### src/rtl/spb_pkg.sv
package spb_pkg;
  localparam int BYTE_W = 8;
  typedef logic [BYTE_W-1:0] byte_t;
endpackage

### src/rtl/spb_sync.sv
module spb_sync #(
  parameter int          W       = 1,
  parameter logic [W-1:0] RST_VAL = '0
) (
  input  logic         clk,
  input  logic         rst,
  input  logic [W-1:0] d,
  output logic [W-1:0] q
);
  logic [W-1:0] meta;

  always_ff @(posedge clk) begin
    if (rst) begin
      meta <= RST_VAL;
      q    <= RST_VAL;
    end else begin
      meta <= d;
      q    <= meta;
    end
  end
endmodule

### src/rtl/spb_shift.sv
module spb_shift
  import spb_pkg::*;
(
  input  logic  clk,
  input  logic  rst,
  input  logic  sck_s,
  input  logic  mosi_s,
  input  logic  csn_s,
  output byte_t byte_o,
  output logic  byte_stb
);
  localparam int CW = $clog2(BYTE_W);

  logic              sck_d;
  logic [BYTE_W-2:0] sr;
  logic [CW-1:0]     bitcnt;
  logic              rise;

  assign rise = sck_s & ~sck_d;

  always_ff @(posedge clk) begin
    if (rst) begin
      sck_d    <= 1'b0;
      sr       <= '0;
      bitcnt   <= '0;
      byte_o   <= '0;
      byte_stb <= 1'b0;
    end else begin
      sck_d    <= sck_s;
      byte_stb <= 1'b0;
      if (csn_s) begin
        bitcnt <= '0;
      end else if (rise) begin
        sr <= {sr[BYTE_W-3:0], mosi_s};
        if (bitcnt == CW'(BYTE_W - 1)) begin
          byte_o   <= {sr, mosi_s};
          byte_stb <= 1'b1;
          bitcnt   <= '0;
        end else begin
          bitcnt <= bitcnt + 1'b1;
        end
      end
    end
  end
endmodule

### src/rtl/spb_fifo.sv
module spb_fifo
  import spb_pkg::*;
#(
  parameter int DEPTH = 2,
  localparam int AW   = (DEPTH > 1) ? $clog2(DEPTH) : 1
) (
  input  logic    clk,
  input  logic    rst,
  input  logic    push,
  input  byte_t   wr_data,
  input  logic    pop,
  output byte_t   rd_data,
  output logic    not_empty,
  output logic [AW:0] level
);
  byte_t         mem [DEPTH];
  logic [AW-1:0] wr_ptr, rd_ptr;
  logic          do_push, do_pop;

  assign do_push   = push && (level < (AW+1)'(DEPTH));
  assign do_pop    = pop && (level != '0);
  assign not_empty = (level != '0);
  assign rd_data   = mem[rd_ptr];

  always_ff @(posedge clk) begin
    if (do_push) mem[wr_ptr] <= wr_data;
  end

  always_ff @(posedge clk) begin
    if (rst) begin
      wr_ptr <= '0;
      rd_ptr <= '0;
      level  <= '0;
    end else begin
      if (do_push) wr_ptr <= (wr_ptr == AW'(DEPTH - 1)) ? '0 : wr_ptr + 1'b1;
      if (do_pop)  rd_ptr <= (rd_ptr == AW'(DEPTH - 1)) ? '0 : rd_ptr + 1'b1;
      if (do_push && !do_pop)      level <= level + 1'b1;
      else if (!do_push && do_pop) level <= level - 1'b1;
    end
  end
endmodule

### src/rtl/spb_hdr.sv
module spb_hdr
  import spb_pkg::*;
#(
  parameter int IDX_LSB = 5,
  parameter int IDX_W   = 4
) (
  input  logic             clk,
  input  logic             rst,
  input  logic             stb,
  input  byte_t            data,
  output logic [IDX_W-1:0] idx
);
  localparam int HDR_W = 2 * BYTE_W;

  byte_t             lo;
  logic [1:0]        seen;
  logic [HDR_W-1:0]  word;

  assign word = {data, lo};

  always_ff @(posedge clk) begin
    if (rst) begin
      lo   <= '0;
      seen <= '0;
      idx  <= '0;
    end else if (stb && seen != 2'd2) begin
      seen <= seen + 1'b1;
      if (seen == 2'd0) lo <= data;
      else              idx <= word[IDX_LSB +: IDX_W];
    end
  end
endmodule

### src/rtl/spi_boot_rx.sv
module spi_boot_rx
  import spb_pkg::*;
#(
  parameter int FLAG_N  = 16,
  parameter int IDX_LSB = 5,
  parameter int IDX_W   = 4,
  parameter int DEPTH   = 2,
  localparam int AW     = (DEPTH > 1) ? $clog2(DEPTH) : 1
) (
  input  logic              clk,
  input  logic              rst,
  input  logic              sck,
  input  logic              mosi,
  input  logic              cs_n,
  output logic              miso,
  output logic [FLAG_N-1:0] hold_flags,
  output logic [7:0]        out_data,
  output logic              out_valid,
  input  logic              out_ready,
  input  logic              busy
);
  logic [2:0]       pins_s;
  byte_t            rx_byte;
  logic             rx_stb;
  logic [IDX_W-1:0] flag_idx;
  logic [AW:0]      level;
  logic             hold_c;

  spb_sync #(.W(3), .RST_VAL(3'b100)) u_sync (
    .clk (clk),
    .rst (rst),
    .d   ({cs_n, sck, mosi}),
    .q   (pins_s)
  );

  spb_shift u_shift (
    .clk      (clk),
    .rst      (rst),
    .sck_s    (pins_s[1]),
    .mosi_s   (pins_s[0]),
    .csn_s    (pins_s[2]),
    .byte_o   (rx_byte),
    .byte_stb (rx_stb)
  );

  spb_hdr #(.IDX_LSB(IDX_LSB), .IDX_W(IDX_W)) u_hdr (
    .clk  (clk),
    .rst  (rst),
    .stb  (rx_stb),
    .data (rx_byte),
    .idx  (flag_idx)
  );

  spb_fifo #(.DEPTH(DEPTH)) u_fifo (
    .clk       (clk),
    .rst       (rst),
    .push      (rx_stb),
    .wr_data   (rx_byte),
    .pop       (out_ready),
    .rd_data   (out_data),
    .not_empty (out_valid),
    .level     (level)
  );

  assign hold_c = busy || (level != '0);
  assign miso   = 1'b0;

  for (genvar i = 0; i < FLAG_N; i++) begin : g_flag
    always_ff @(posedge clk) begin
      if (rst) hold_flags[i] <= 1'b0;
      else     hold_flags[i] <= hold_c && (flag_idx == IDX_W'(i));
    end
  end
endmodule

### config.mk
export PLATFORM = sky130hd
export DESIGN_NAME = spi_boot_rx
export DESIGN_NICKNAME = d
export VERILOG_FILES = /design/src/rtl/spb_pkg.sv /design/src/rtl/spb_sync.sv /design/src/rtl/spb_shift.sv /design/src/rtl/spb_fifo.sv /design/src/rtl/spb_hdr.sv /design/src/rtl/spi_boot_rx.sv
export SDC_FILE = /design/constraint.sdc
export NUM_CORES = 1
export LEC_CHECK = 0
export ABC_CLOCK_PERIOD_IN_PS = 1600
export BUFFER_PORTS_ARGS = -buffer_cell sky130_fd_sc_hd__buf_2
export CAP_MARGIN = 30
export CORE_ASPECT_RATIO = 1.25
export CORE_MARGIN = 5
export CORE_UTILIZATION = 44
export DETAILED_ROUTE_END_ITERATION = 10
export PLACE_DENSITY = 0.63
export REMOVE_ABC_BUFFERS = 1
export SLEW_MARGIN = 15
export SYNTH_ARGS = -nofsm -noshare
export SYNTH_HDL_FRONTEND = slang
export SYNTH_SLANG_ARGS = --single-unit
### constraint.sdc
create_clock -name clk -period 1.6 [get_ports clk]
set_input_delay 0.16 -clock clk [delete_from_list [all_inputs] [get_ports clk]]
set_output_delay 0.16 -clock clk [all_outputs]
set_load 0.05 [all_outputs]
## Word level (Yosys, flattened, before mapping)

Memories as Yosys holds them, arrays and structs flattened. A register that Yosys moved wholly into a read port is not among the register bits.
Cells that the tools add are included.

- Equal/unequal tests: 17
- Muxes and demuxes: 10
- Add/sub/neg operators: 6
- Reductions and logical operators: 34
- Bitwise operators: 5
- Magnitude comparators: 1

Operator list:

| cell | count |
|---|---|
| $eq 4x4->1 const B | 8 |
| $logic_and 1x1->1 | 21 |
| $eq 4x3->1 const B | 4 |
| $eq 4x2->1 const B | 2 |
| $mux 1 | 7 |
| $reduce_and 2->1 | 3 |
| $add 2x1->2 const B | 2 |
| $eq 4x1->1 const B | 1 |
| $logic_not 4->1 | 1 |
| $mux 2 | 2 |
| $not 1->1 | 4 |
| $reduce_bool 2->1 | 2 |
| $add 3x1->3 const B | 1 |
| $eq 3x3->1 const B | 1 |
| $mux 3 | 1 |
| $reduce_and 3->1 | 1 |
| $reduce_or 3->1 | 1 |
| $add 1x1->1 const B | 2 |
| $logic_not 1->1 | 2 |
| $logic_not 2->1 | 1 |
| $lt 2x2->1 const B | 1 |
| $ne 2x2->1 const B | 1 |
| $reduce_or 2->1 | 1 |
| $sub 2x1->2 const B | 1 |
| 2 further kinds | 2 |

- Memories: 1
- Output and inout port bits: 26
- Input bits: 7
- Bits in writable memories: 16
- Logic and storage cells: 103
- Register bits after elaboration: 60

Memories:

| name | depth | bits a word | read ports | clocked after Yosys merged registers in | wr ports | line | source |
|---|---|---|---|---|---|---|---|
| u_fifo.mem | 2 | 8 | 1 | 1 | 1 | spb_fifo.sv:16 | `byte_t mem [DEPTH];` |

## Longest topological paths before layout

Gate-level depths: netlist (run 1).

- Depth after elaboration: 6
- Depth in mapped cells: 6
- Gate-level depth less buffers: 5

## By module

Synthesis (run 1) repeated with hierarchy kept, for this count alone.

- Cell total of the unflattened synthesis: 226
- Area total of the unflattened synthesis: 2612.5 um2

By module, submodules not included:

| module | area an instance (um2) | instances | seq. area each (um2) | cells an instance |
|---|---|---|---|---|
| spb_fifo | 784.5 | 1 | 580.6 | 47 |
| spb_shift | 752.0 | 1 | 400.4 | 86 |
| spi_boot_rx | 544.3 | 1 | 320.3 | 43 |
| spb_hdr | 374.1 | 1 | 180.2 | 38 |
| spb_sync | 157.7 | 1 | 120.1 | 12 |

## Worst setup path after synthesis (run 1)

No wires, ideal clock.

- Path type: register to register
- From: reg u_fifo.level[0]
- To: reg u_fifo.level[1]
- Arrival time: 1.372 ns
- Cell stages (with the launch flop): 5
- Buffers on the path: 0
- Setup time: 0.070 ns
- Path slack: 0.158 ns
- Period minus slack after synthesis: 1.442 ns
- Required time: 1.530 ns
- Cells stage by stage: dfxtp_1 -> o21ai_0 -> ha_1 -> or3_1 -> a21oi_1

- Cells in the longest elaborated chain, start to end: 5
- Elaborated cells on any way between the ends: 13
- Those cells by class: 2 x add/sub; 1 x order compare; 2 x mux; 8 x reduce/logical

Ends and longest elaborated chain:

| element | line | source |
|---|---|---|
| start, declared | spb_fifo.sv:14 | `output logic [AW:0] level` |
| start signal, assigned | spb_fifo.sv:37 | `if (do_push && !do_pop) level <= level + 1'b1;` |
| start signal, assigned | spb_fifo.sv:38 | `else if (!do_push && do_pop) level <= level - 1'b1;` |
| $lt 2x2->1 / $reduce_bool 2->1 (equally long branches) | spb_fifo.sv:20, spb_fifo.sv:21 |  |
| $logic_and 1x1->1 (on tied branches) | spb_fifo.sv:20, spb_fifo.sv:21 |  |
| $logic_not 1->1 (on tied branches) | spb_fifo.sv:38, spb_fifo.sv:37 |  |
| $logic_and 1x1->1 (on tied branches) | spb_fifo.sv:38, spb_fifo.sv:37 |  |
| $reduce_bool 2->1 (no source line) / $mux 2 (equally long branches) | - |  |

Several ways; a longest one is shown, not always the timed one. The select of a mux whose other input is x is not followed.
A chain may end at the register's enable or synchronous reset.

==> results of run 1 <==
-- state kept, by name, indices dropped and copies added (netlist names), named ones only --
register and flops:
hold_flags 16, u_fifo.level 2, u_fifo.mem 16, u_fifo.rd_ptr 1, u_fifo.wr_ptr 1, u_hdr.idx 4, u_hdr.lo 3, u_hdr.seen 2
u_shift.bitcnt 3, u_shift.byte_o 8, u_shift.byte_stb 1, u_shift.sck_d 1, u_shift.sr 7, u_sync.meta 3, u_sync.q 3
-- per-layer routing --
metal  wire [µm]  track usage  part of all wire  up-vias
met1        1743       0.1357              0.43      724
met3         222      0.03817             0.055        6
met2        2020       0.2054              0.50       27
met4          67      0.05070             0.017        0
li1            -            -                 -      820
met5           0            0                 0        -
-- critical path, stage by stage (launching register included) --
cell and delay [ns]:
dfxtp_2 0.44, mux2_2 0.37, buf_2 0.21
-- power groups by stage --
stage	logic [mW]	clock network, mW	registers, mW
6_report	0.208	1.77	1.89
5_1_grt	0.224	1.89	1.90
4_1_cts	0.212	1.81	1.89
3_5_place_dp	0.208	0	1.93
3_3_place_gp	0.208	0	1.93
2_1_floorplan	0.142	0	1.94
-- what timing repair did --
| item | CTS | global route |
|---|---|---|
| cloned | 0 | 0 |
| resized for setup | 1 | 2 |
| hold buffers | 1 | 0 |
| endpoints found under the hold margin | 1 | 0 |
| setup endpoints to repair | 8 | 1 |
| buffers inserted | 0 | 0 |
-- cells in the mapped netlist --
cell type  instances  area [µm²]
buf_4              3       22.52
clkbuf_1           2       7.510
mux2i_1           15       150.1
and2_1             1       6.260
edfxtp_1          16       480.5
nor2b_1            6       37.54
nand2b_1           2       12.51
nand3_1            4       20.02
dfxtp_1           56        1121
nor2_1            32       120.1
ha_1               5       62.56
conb_1             1       3.750
nand2_1           21       78.83
or3_4              1       11.26
xor2_1             3       26.28
mux2_2             8       90.09
a21oi_1           12       60.06
and4bb_2           1       12.51
nand4bb_1          1       11.26
nor3_1             7       35.03
xnor2_1            2       17.52
nor3b_2            1       12.51
clkbuf_2           1       5.000
nor3b_4            1       18.77
o21ai_0            2       10.01
or3_1              1       6.260
nor3b_1            1       7.510
and2b_1            3       22.52
nand4b_1           1       8.760
nand3b_1           2       15.01
buf_2              4       20.02
inv_1              2       7.510
or2_2              3       18.77
-- area by class of cell --
| class | count | share of cell area |
|---|---|---|
| Timing Repair Buffer | 39 | 0.07152 |
| Multi-Input combinational cell | 137 | 0.2877 |
| Tap cell | 66 | 0.02713 |
| Inverter | 2 | 0.002466 |
| Clock buffer | 12 | 0.05138 |
| Clock inverter | 4 | 0.03247 |
| Sequential cell | 72 | 0.5273 |
-- stage by stage --
step             util  hold WS [ns]
4_1_cts        0.5335       0.01678
3_5_place_dp   0.4867        0.3470
6_report       0.5339       0.03368
3_3_place_gp   0.4867        0.3444
2_1_floorplan       -        0.2291
5_1_grt        0.5339       0.02883
-- kinds of logic (layout without fill, tap and decap cells) --
logic type	count (synthesis)	count (layout)	synth area share
AOI/OAI and AO/OA	14	14	0.02759
xor gates and xnor gates	5	5	0.01724
adders and majority gates	5	5	0.02463
buffers and inverters	12	57	0.02463
DFF	72	72	0.6305
muxes	23	23	0.09458
other	1	1	0.001476
and+or+nand+nor	89	89	0.1793
-- worst paths after layout --
kind                                                      to  cells past startpoint
worst max-delay path                             out_data[5]                      2
worst min-delay path               u_sync.meta[1]$_SDFF_PP0_                      2
worst max register to register  u_fifo.level[1]$_SDFFE_PP0P_                      4
worst min register to register        u_sync.q[2]$_SDFF_PP1_                      1
==> impl_metrics.json, run 1 <==
{
  "dieArea_um2": 7401,
  "avgViaCountPerCell": 4.750,
  "cp-end-kind": "output pin",
  "layout_commonest_cell": "dfxtp_1",
  "mostFrequentLayoutCells": "53 x dfxtp_1, 32 x nor2_1, 31 x buf_2",
  "grt_pass1_vias": 1535,
  "combPwrFrac": 0.054,
  "drive_gt1_frac": 0.2632,
  "grt_first_pass_wirelength_um": 6955,
  "numCtsBuffers": 9,
  "final_cell_area_um2": 3044,
  "finalSetupViolations": 0,
  "instances_no_fill": 332,
  "cts_root_buf": "clkbuf_8",
  "syn_inst": 221,
  "antenna_found_initial": 0,
  "finClkSkew_ns": 0.005842,
  "ant_nets": 0,
  "r2r-start": "u_fifo.level[1]$_SDFFE_PP0P_",
  "worstPathMaxFanout": 8,
  "dp_hpwl_um": 2822,
  "max_freq_ghz": 0.6642,
  "drv_slew": 0,
  "nets": 273,
  "grt_use_total": 0.1194,
  "power_frac_clock": 0.457,
  "wl_per_cell_um": 12.21,
  "grt_max_degree": 17,
  "yosys_warnings": 0,
  "cell_internal_pwr_mw": 3.081,
  "drt_first_pass_iters": 4,
  "switching_share": 0.2043,
  "cts_max_level": 3,
  "drtIter0Drc": 34,
  "ir_worst_vdd_v": 0.0005119,
  "critical_path_required_ns": 1.44,
  "clk_pin_slew_ns": 0.07,
  "vias": 1577,
  "clock-sinks": 72,
  "dp.cells": 315,
  "fp.dieH_um": 94.95,
  "worstPathArrival_ns": 1.35,
  "crit_type": "flip-flop to output pin",
  "power_mw": 3.872,
  "hold_start": "sck",
  "synth_cell_type_count": 33,
  "clkLatencyLatePin_ns": 0.33,
  "synth-seq-area-share": 0.6305,
  "netSwitchingPower_uw": 791.0,
  "r2r_slack_ns": 0.12,
  "dp_worst_setup_slack_ns": 0.09808,
  "gp_congestion": 0.7593,
  "final.min_clock_period_ns": 1.506,
  "synth.avg_cell_area_um2": 11.49,
  "top_level_ports": 33,
  "maxCapViolations": 0,
  "ys_ff_latch": 72,
  "area_delta_synth_final_pct": 19.85,
  "wl_um": 4053,
  "hold_viol": 0,
  "n_antenna_cell": 0,
  "seqCellArea_um2": 1605,
  "nFillCells": 516,
  "netlist_area_um2": 2540,
  "tns_ns": 0,
  "start_util": 0.4455,
  "min_period_over_period": 0.9410,
  "dieWidth_um": 77.96,
  "power.density_nw_per_um2": 1272,
  "core_area_um2": 5702,
  "multi_input_area_um2": 875.8,
  "leakage_nw": 1.171,
  "clockBufferDepth": 2,
  "place_area_um2": 2775,
  "fin_ws_ns": 0.09437,
  "num_rows": 31,
  "io_buffers": 31,
  "status": "completed",
  "overflow": 0,
  "hold_class": "input port to flip-flop",
  "pwr-share-seq": 0.489,
  "cts_tree": "done",
  "cp-start-kind": "flip-flop",
  "drc_errors": 0
}
No activity file was read; power rests on OpenSTA's default activity.
==> run 2, diff against run 1 <==
--- a/config.mk
+++ b/config.mk
@@ -14,6 +14,7 @@
 export DETAILED_ROUTE_END_ITERATION = 10
 export PLACE_DENSITY = 0.63
 export REMOVE_ABC_BUFFERS = 1
+export SETUP_SLACK_MARGIN = 0.1
 export SLEW_MARGIN = 15
 export SYNTH_ARGS = -nofsm -noshare
 export SYNTH_HDL_FRONTEND = slang
==> run 2 against run 1 <==
Sequential cell count unchanged; clock power is essentially flat; setup slack improved by 0.038 ns; register-to-register slack hardly changed; sequential share of layout area shrank 0.42 points; core utilization rose by 0.59 points; sequential power hardly changed; cell count stayed put; worst hold slack hardly changed; clock skew barely moved; first-iteration DRC count fell by 32%; design area is 1.1% higher; largest power group unchanged.
==> impl_metrics.json, run 2 (synthesis results as in run 1) <==
{
  "rsz0062_at_grt": "true",
  "nets": 273,
  "gp_congestion": 0.7593,
  "seqCellArea_um2": 1610,
  "netSwitchingPower_uw": 795.3,
  "cell_internal_pwr_mw": 3.087,
  "final_util": 0.5398,
  "cp-start-kind": "flip-flop",
  "grt_max_degree": 17,
  "cts_tree": "done",
  "power_frac_clock": 0.456,
  "top_level_ports": 33,
  "clockBufferDepth": 2,
  "worstPathMaxFanout": 5,
  "status": "completed",
  "dp_worst_setup_slack_ns": 0.09808,
  "drv_slew": 0,
  "numCtsBuffers": 9,
  "mostFrequentLayoutCells": "53 x dfxtp_1, 32 x nor2_1, 27 x buf_2",
  "vias": 1582,
  "hold_class": "input port to flip-flop",
  "avgViaCountPerCell": 4.765,
  "antenna_found_initial": 0,
  "min_period_over_period": 0.9175,
  "critPathSlowestCell": "or3_1",
  "io_buffers": 31,
  "drc_errors": 0,
  "grt_first_pass_wirelength_um": 6955,
  "tns_ns": 0,
  "ir_worst_vdd_v": 0.0005123,
  "overflow": 0,
  "wl_um": 4091,
  "r2r-start": "u_fifo.level[0]$_SDFFE_PP0P_",
  "n_antenna_cell": 0,
  "drtIter0Drc": 23,
  "drive_gt1_frac": 0.2744,
  "cts_max_level": 3,
  "post-cts-setup-buffers": 0,
  "critical_path_required_ns": 1.86,
  "hold_start": "sck",
  "area_delta_synth_final_pct": 21.18,
  "maxCapViolations": 0,
  "cts_root_buf": "clkbuf_8",
  "finClkSkew_ns": 0.005624,
  "num_rows": 31,
  "cpPeakStageDelay_ns": 0.39,
  "clock-sinks": 72,
  "switching_share": 0.2048,
  "pwr-share-seq": 0.488,
  "grt_pass1_vias": 1535,
  "start_util": 0.4455,
  "core_area_um2": 5702,
  "fin_ws_ns": 0.1319,
  "clk_pin_slew_ns": 0.07,
  "max_freq_ghz": 0.6812,
  "wl_per_cell_um": 12.32,
  "power.density_nw_per_um2": 1261,
  "fp.dieH_um": 94.95,
  "dieArea_um2": 7401,
  "ant_nets": 0,
  "finalSetupViolations": 0,
  "combPwrFrac": 0.056,
  "final.min_clock_period_ns": 1.468,
  "layout_commonest_cell": "dfxtp_1",
  "crit_path_cell_trace": "o21ai_1 -> ha_4 -> or3_1 -> a21oi_2",
  "hold_viol": 0,
  "crit_type": "flip-flop to flip-flop",
  "grt_use_total": 0.1194,
  "dieWidth_um": 77.96,
  "nFillCells": 518,
  "reg_top3": "hold_flags: 16 flops, u_fifo.mem: 16 flops, u_shift.byte_o: 8 flops",
  "leakage_nw": 1.175,
  "multi_input_area_um2": 894.6,
  "dp_hpwl_um": 2822,
  "critical_path.startpoint": "u_fifo.level[0]$_SDFFE_PP0P_",
  "worstPathArrival_ns": 1.73,
  "cp-end-kind": "flip-flop",
  "drt_first_pass_iters": 4,
  "clkLatencyLatePin_ns": 0.33
}
-- run 2: cell count changes in the layout (fill, tap and decap cells not counted) --
cell	change
a21oi_1	-1
a21oi_2	+1
buf_2	-4
buf_4	+4
dfxtp_2	-2
dfxtp_4	+2
ha_1	-2
ha_2	+1
ha_4	+1
o21ai_0	-1
o21ai_1	+1
-- run 2: area by class of cell --
cell class | instances | share of cell area
multi-input cells | 137 | 0.2907
repair buffers | 39 | 0.07398
well taps | 66 | 0.02683
clock inverters | 4 | 0.03211
inverters | 2 | 0.002439
clock buffers | 12 | 0.05081
flip-flops and latches | 72 | 0.5232
-- run 2: routing by layer --
layer  wire (µm)  GRT usage
met3         219    0.03817
met1        1750     0.1357
met5           0          0
met4          67    0.05070
met2        2054     0.2054
-- run 2: final timing paths --
kind,end,slack (ns),cells after the start
worst max-delay path,u_fifo.level[1]$_SDFFE_PP0P_,0.13,4
worst min-delay path,u_sync.meta[1]$_SDFF_PP0_,0.03,2
worst max register to register,u_fifo.level[1]$_SDFFE_PP0P_,0.13,4
worst min register to register,u_sync.q[2]$_SDFF_PP1_,0.42,1
-- run 2: stage by stage --
step | cells | hold WS, ns | instance area [µm²] | power (mW)
after global routing | 332 | 0.02887 | 3078 | 4.021
final | 332 | 0.03366 | 3078 | 3.883
after floorplan | 211 | 0.2291 | 2485 | 2.079
after CTS | 332 | 0.01678 | 3047 | 3.920
after detailed placement | 315 | 0.3470 | 2775 | 2.143
after global placement | 315 | 0.3444 | 2775 | 2.141
-- run 2: power groups by stage --
stage	clock (mW)	sequential, mW	combinational (mW)
6_report	1.77	1.89	0.218
5_1_grt	1.89	1.90	0.235
4_1_cts	1.81	1.89	0.212
3_5_place_dp	0	1.93	0.208
3_3_place_gp	0	1.93	0.208
2_1_floorplan	0	1.94	0.142
-- run 2: what timing repair did --
action | CTS | global route
setup endpoints to repair | 9 | 9
pin swaps | 0 | 1
hold buffers | 1 | 0
hold endpoints to repair | 1 | 0
resized for setup | 4 | 13
-- run 2: critical path: cells and delay by family (launching register included) --
kind                     cells  cell delay [ns]
flip-flops                   1             0.35
adder cells (fa/ha/maj)      1             0.26
AO/OA/AOI/OAI                2             0.40
AND/OR/NAND/NOR              1             0.39
